File: config.mk
export PLATFORM = sky130hd
export DESIGN_NAME = mdio_master
export DESIGN_NICKNAME = d
export VERILOG_FILES = /design/src/rtl/mdio_pkg.sv /design/src/rtl/mdio_tick.sv /design/src/rtl/mdio_frame_build.sv /design/src/rtl/mdio_frame_seq.sv /design/src/rtl/mdio_master.sv
export SDC_FILE = /design/constraint.sdc
export NUM_CORES = 1
export LEC_CHECK = 0
export BUFFER_PORTS_ARGS = -buffer_cell sky130_fd_sc_hd__buf_2
export CAP_MARGIN = 20
export CORE_MARGIN = 2
export CORE_UTILIZATION = 35
export CTS_BUF_LIST = sky130_fd_sc_hd__clkbuf_8
export CTS_CLUSTER_DIAMETER = 80
export DETAILED_ROUTE_END_ITERATION = 12
export HOLD_SLACK_MARGIN = 0.06
export MAX_ROUTING_LAYER = met4
export SLEW_MARGIN = 20
export SYNTH_ARGS = -nofsm -noshare
export SYNTH_HDL_FRONTEND = slang
export SYNTH_SLANG_ARGS = --single-unit
File: constraint.sdc
create_clock -name clk -period 3.3 [get_ports clk]
set_clock_uncertainty 0.05 [all_clocks]
set_input_delay 0.495 -clock clk [delete_from_list [all_inputs] [get_ports clk]]
set_output_delay 0.495 -clock clk [all_outputs]
set_load 0.02 [all_outputs]
File: src/rtl/mdio_pkg.sv
package mdio_pkg;
  localparam int PRE_LEN   = 32;
  localparam int PHY_W     = 5;
  localparam int REG_W     = 5;
  localparam int DATA_W    = 16;
  localparam int CMD_RD    = 4 + PHY_W + REG_W;
  localparam int FRAME_W   = PRE_LEN + CMD_RD + 2 + DATA_W;
  localparam int SLOT_W    = $clog2(FRAME_W + 2);
  localparam int TA_SLOT   = PRE_LEN + CMD_RD;
  localparam int RD_FIRST  = TA_SLOT + 1;
  localparam int RD_LAST   = TA_SLOT + DATA_W;
  localparam int RD_END    = RD_LAST + 1;
  localparam int WR_END    = FRAME_W;

  localparam logic [1:0] START_BITS = 2'b01;
  localparam logic [1:0] OP_READ    = 2'b10;
  localparam logic [1:0] OP_WRITE   = 2'b01;
  localparam logic [1:0] TA_WRITE   = 2'b10;

  typedef struct packed {
    logic [FRAME_W-1:0] bits;
    logic [SLOT_W-1:0]  drive_len;
    logic [SLOT_W-1:0]  last_slot;
  } frame_plan_t;
endpackage

File: src/rtl/mdio_tick.sv
module mdio_tick #(
  parameter int DIV_W = 8
) (
  input  logic             clk,
  input  logic             rst,
  input  logic             run,
  input  logic [DIV_W-1:0] div,
  output logic             tick
);
  logic [DIV_W-1:0] cnt_q;

  assign tick = run && (cnt_q == '0);

  always_ff @(posedge clk) begin
    if (rst) begin
      cnt_q <= '0;
    end else if (!run || tick) begin
      cnt_q <= div;
    end else begin
      cnt_q <= cnt_q - 1'b1;
    end
  end
endmodule

File: src/rtl/mdio_frame_build.sv
module mdio_frame_build
  import mdio_pkg::*;
(
  input  logic              is_write,
  input  logic [PHY_W-1:0]  phy,
  input  logic [REG_W-1:0]  regad,
  input  logic [DATA_W-1:0] wdata,
  output frame_plan_t       plan
);
  localparam int RD_PAD = FRAME_W - PRE_LEN - CMD_RD;

  always_comb begin
    if (is_write) begin
      plan.bits      = {{PRE_LEN{1'b1}}, START_BITS, OP_WRITE, phy, regad, TA_WRITE, wdata};
      plan.drive_len = SLOT_W'(FRAME_W);
      plan.last_slot = SLOT_W'(WR_END);
    end else begin
      plan.bits      = {{PRE_LEN{1'b1}}, START_BITS, OP_READ, phy, regad, {RD_PAD{1'b0}}};
      plan.drive_len = SLOT_W'(PRE_LEN + CMD_RD);
      plan.last_slot = SLOT_W'(RD_END);
    end
  end
endmodule

File: src/rtl/mdio_frame_seq.sv
module mdio_frame_seq
  import mdio_pkg::*;
(
  input  logic              clk,
  input  logic              rst,
  input  logic              tick,
  input  logic              start,
  input  logic              start_write,
  input  frame_plan_t       plan,
  input  logic              mdio_in,
  output logic              busy,
  output logic              done,
  output logic              err,
  output logic [DATA_W-1:0] rdata,
  output logic              mdc,
  output logic              mdo,
  output logic              oe
);
  localparam logic [SLOT_W-1:0] PRE_CHK = SLOT_W'(PRE_LEN - 1);
  localparam logic [SLOT_W-1:0] TA_CHK  = SLOT_W'(TA_SLOT);
  localparam logic [SLOT_W-1:0] D_LO    = SLOT_W'(RD_FIRST);
  localparam logic [SLOT_W-1:0] D_HI    = SLOT_W'(RD_LAST);

  logic               phase_q;
  logic               wr_q;
  logic [SLOT_W-1:0]  slot_q;
  logic [SLOT_W-1:0]  drive_len_q;
  logic [SLOT_W-1:0]  last_q;
  logic [FRAME_W-1:0] sh_q;
  logic [DATA_W-1:0]  cap_q;

  logic              fail;
  logic              in_data;
  logic [SLOT_W-1:0] slot_nx;
  logic              oe_nx;

  always_comb begin
    fail = 1'b0;
    if (slot_q == PRE_CHK && !mdio_in) fail = 1'b1;
    if (!wr_q && slot_q == TA_CHK && mdio_in) fail = 1'b1;
    if (slot_q == last_q && !mdio_in) fail = 1'b1;
    in_data = !wr_q && (slot_q >= D_LO) && (slot_q <= D_HI);
    slot_nx = slot_q + 1'b1;
    oe_nx   = slot_nx < drive_len_q;
  end

  always_ff @(posedge clk) begin
    if (rst) begin
      busy        <= 1'b0;
      done        <= 1'b0;
      err         <= 1'b0;
      rdata       <= '0;
      mdc         <= 1'b0;
      mdo         <= 1'b0;
      oe          <= 1'b0;
      phase_q     <= 1'b0;
      wr_q        <= 1'b0;
      slot_q      <= '0;
      drive_len_q <= '0;
      last_q      <= '0;
      sh_q        <= '0;
      cap_q       <= '0;
    end else begin
      done <= 1'b0;
      if (!busy) begin
        if (start) begin
          busy        <= 1'b1;
          phase_q     <= 1'b0;
          slot_q      <= '0;
          wr_q        <= start_write;
          drive_len_q <= plan.drive_len;
          last_q      <= plan.last_slot;
          sh_q        <= plan.bits;
          mdc         <= 1'b0;
          oe          <= 1'b1;
          mdo         <= plan.bits[FRAME_W-1];
        end
      end else if (tick) begin
        if (!phase_q) begin
          phase_q <= 1'b1;
          mdc     <= 1'b1;
        end else begin
          if (in_data) cap_q <= {cap_q[DATA_W-2:0], mdio_in};
          if (fail || slot_q == last_q) begin
            busy <= 1'b0;
            done <= 1'b1;
            err  <= fail;
            mdc  <= 1'b0;
            oe   <= 1'b0;
            mdo  <= 1'b0;
            if (!fail && !wr_q) rdata <= cap_q;
          end else begin
            slot_q  <= slot_nx;
            phase_q <= 1'b0;
            mdc     <= 1'b0;
            sh_q    <= {sh_q[FRAME_W-2:0], 1'b0};
            oe      <= oe_nx;
            mdo     <= oe_nx ? sh_q[FRAME_W-2] : 1'b0;
          end
        end
      end
    end
  end
endmodule

File: src/rtl/mdio_master.sv
module mdio_master
  import mdio_pkg::*;
#(
  parameter int DIV_W = 8
) (
  input  logic             clk,
  input  logic             rst,
  input  logic [DIV_W-1:0] div_i,
  input  logic             req_valid_i,
  input  logic             req_write_i,
  input  logic [4:0]       req_phy_i,
  input  logic [4:0]       req_reg_i,
  input  logic [15:0]      req_wdata_i,
  output logic             busy_o,
  output logic             done_o,
  output logic             err_o,
  output logic [15:0]      rdata_o,
  output logic             mdc_o,
  output logic             mdio_o,
  output logic             mdio_oe_o,
  input  logic             mdio_i
);
  frame_plan_t plan;
  logic        tick;
  logic        accept;

  assign accept = req_valid_i && !busy_o;

  mdio_tick #(.DIV_W(DIV_W)) u_tick (
    .clk  (clk),
    .rst  (rst),
    .run  (busy_o),
    .div  (div_i),
    .tick (tick)
  );

  mdio_frame_build u_build (
    .is_write (req_write_i),
    .phy      (req_phy_i),
    .regad    (req_reg_i),
    .wdata    (req_wdata_i),
    .plan     (plan)
  );

  mdio_frame_seq u_seq (
    .clk         (clk),
    .rst         (rst),
    .tick        (tick),
    .start       (accept),
    .start_write (req_write_i),
    .plan        (plan),
    .mdio_in     (mdio_i),
    .busy        (busy_o),
    .done        (done_o),
    .err         (err_o),
    .rdata       (rdata_o),
    .mdc         (mdc_o),
    .mdo         (mdio_o),
    .oe          (mdio_oe_o)
  );
endmodule

==> flow_metrics.tcl <==
set metrics [dict create \
    core_um2 14500 \
    synth_top_cell_area_share_pct 46.2 \
    io_buffers 60 \
    grt_use_total_pct 14.0 \
    dr.pass1.iters 4 \
    required_ns 3.61 \
    synth_cell_types 54 \
    hp-class "input pin to flip-flop" \
    overflow 0 \
    cap_violations 0 \
    whs_ns 0.267 \
    row_count 44 \
    syn_inst 531 \
    drv_slew 0 \
    drcViolationCount 0 \
    fin_area_um2 5940 \
    hpwl_um 6780 \
    fin_nets 622 \
    synth_ff_type "dfxtp_1" \
    synth.most_common_cell "dfxtp_1" \
    max_slew_margin_pct 42.5 \
    cp-start-kind "flip-flop" \
    die_x_um 125 \
    post_cts_buffers 0 \
    async_flop_share_pct 0 \
    status "complete, no violations" \
    layout_worst_path_cycle_share_pct 84.1 \
    diodes 0 \
    yosys_warnings 0 \
    ys_seq_area_share_pct 46.2 \
    crit_arrival_ns 3.09 \
    synth_area_leaders "dfxtp_1 (46%), mux2i_1 (12%), o221a_2 (6.1%)" \
    grt_pass1_wl_um 17700 \
    wl_per_cell_um 13.4 \
    dieArea_um2 15700 \
    p_leak_nw 2.37 \
    cts_buffers 17 \
    grt_pass1_vias 3798 \
    path_max_fanout 29 \
    syn-cell-area_um2 5150 \
    die_h_um 125 \
    crit_type "flip-flop to flip-flop" \
    antenna_found_initial 0 \
    layout-drive-gt1-share_pct 25.2 \
    ctsHoldBuffers 0 \
    place_congestion 0.816 \
    drt-initial-drc-count 287 \
    place_area_um2 5570 \
    routed_wl_um 10300 \
    ys_ff_latch 119 \
    grt_max_degree 59 \
    setup_viol 0 \
    rsz0062_at_grt "no" \
    htreeDepth 4 \
    cts.clk_slew.worst_paths_ns 0.07 \
    start_util_pct 35.6 \
    synth.top_cells.by_count "dfxtp_1 (119), nand2_1 (70), mux2i_1 (61)" \
    insertion_delay_ns 0.44 \
    syn_nets 577 \
    fin_tns_setup_ns 0 \
    fin_util_pct 41.0 \
    syn_avg_cell_area_um2 9.70 \
    cts_tree "yes" \
    cts_resized 0 \
    layout_min_cycle_time_ns 2.78 \
    fillers 1460 \
    vias 3974 \
    max_slew.worst_pin.slew_ns 0.860 \
    finalHoldViolCount 0 \
    clock_path_buffers 2 \
    vdd_drop_max_uv 175 \
    pin_count 61 \
    crit_path_end_kind "flip-flop" \
    clk_root_buffer_cell "clkbuf_8" \
    p_per_area_nw_per_um2 517 \
    yosysTopAreaCell "dfxtp_1" \
    syn_to_final_growth_pct 15.3 \
    synth_edf_count 0 \
    clock-sinks 119 \
    max_freq_mhz 360 \
    ant_nets 0 \
    avgViaCountPerCell 5.15 \
]
==> metrics by stage <==
step / total power [mW] / setup slack [ns] / cells
3_3_place_gp: 1.85 / 0.694 / 741
5_1_grt: 3.22 / 0.330 / 771
2_1_floorplan: 1.78 / 0.878 / 531
4_1_cts: 3.12 / 0.524 / 771
3_5_place_dp: 1.86 / 0.550 / 741
6_report: 3.07 / 0.524 / 771
==> path summary, 6_finish.rpt <==
kind / from / to / slack, ns / depth (start not counted)
max: u_seq.slot_q[1] / u_seq.sh_q[27] / 0.52 / 7
min: div_i[0] / u_tick.cnt_q[0] / 0.27 / 3
max reg2reg: u_seq.slot_q[1] / u_seq.sh_q[27] / 0.52 / 7
min reg2reg: u_seq.sh_q[17] / u_seq.sh_q[17] / 0.41 / 2
==> cell type report <==
cell class / instances / area (um2) / area share (%)
well taps: 184 / 230 / 3.88
flip-flops and latches: 119 / 2380 / 40.1
clock inverters: 11 / 109 / 1.83
multi-input cells: 352 / 2520 / 42.4
repair buffers: 71 / 383 / 6.45
clock buffers: 19 / 262 / 4.40
inverters: 15 / 56.3 / 0.948
==> power by group <==
group / total (mW) / internal, mW / switching [mW]
Clock: 1.25 / 0.689 / 0.556
Combinational: 0.283 / 0.131 / 0.152
Sequential: 1.54 / 1.50 / 0.0419
Total: 3.07 / 2.32 / 0.751
==> worst max-delay path, stage by stage, from the launching register on <==
cell     delay, ns
dfxtp_1       0.50
ha_1          0.39
nand4_1       0.15
or4_1         0.44
and2_1        0.28
a31oi_4       0.19
buf_4         0.43
mux2i_1       0.25
==> sequential cells by signal (all words and copies together) (netlist names) <==
name	count
u_seq.sh_q	63
u_seq.cap_q	16
u_seq.rdata	16
u_tick.cnt_q	8
u_seq.slot_q	7
u_seq.busy	1
u_seq.done	1
u_seq.drive_len_q	1
u_seq.err	1
u_seq.last_q	1
u_seq.mdc	1
u_seq.mdo	1
u_seq.oe	1
u_seq.phase_q	1
==> routing by layer <==
| layer | global-route usage, % | vias to the layer above | wire [um] |
|---|---|---|---|
| met2 | 21.0 | 76 | 4720 |
| li1 | - | 1994 | - |
| met1 | 17.7 | 1884 | 5020 |
| met5 | - | - | 0 |
| met4 | 5.23 | 0 | 174 |
| met3 | 4.62 | 20 | 413 |
==> cells by family (layout without fill, tap and decap cells) <==
logic type / count (synthesis) / after routing / synth area share [%]
adders and majority gates: 7 / 7 / 1.70
buffers and inverters: 60 / 116 / 5.30
muxes: 71 / 71 / 14.0
and+or+nand+nor: 173 / 173 / 15.3
xor gates and xnor gates: 10 / 10 / 1.70
DFF: 119 / 119 / 46.2
AOI/OAI and AO/OA: 91 / 91 / 15.7
==> cell usage in the layout (no fill, tap or decap), types with 5 or more instances in the layout <==
| cell type | n |
|---|---|
| buf_2 | 60 |
| nor3_1 | 8 |
| nand3_1 | 8 |
| nand2_1 | 70 |
| buf_4 | 11 |
| dfxtp_1 | 119 |
| nor2_1 | 54 |
| clkbuf_8 | 19 |
| clkinv_2 | 6 |
| mux2_2 | 10 |
| a22o_1 | 14 |
| o32ai_1 | 5 |
| nand4_1 | 6 |
| o21ai_0 | 8 |
| a211oi_1 | 5 |
| ha_1 | 7 |
| mux2i_1 | 61 |
| nor2b_1 | 5 |
| inv_1 | 15 |
| xnor2_1 | 7 |
| o221a_2 | 28 |
| a21oi_1 | 5 |
(Power assumes the default switching activity.)
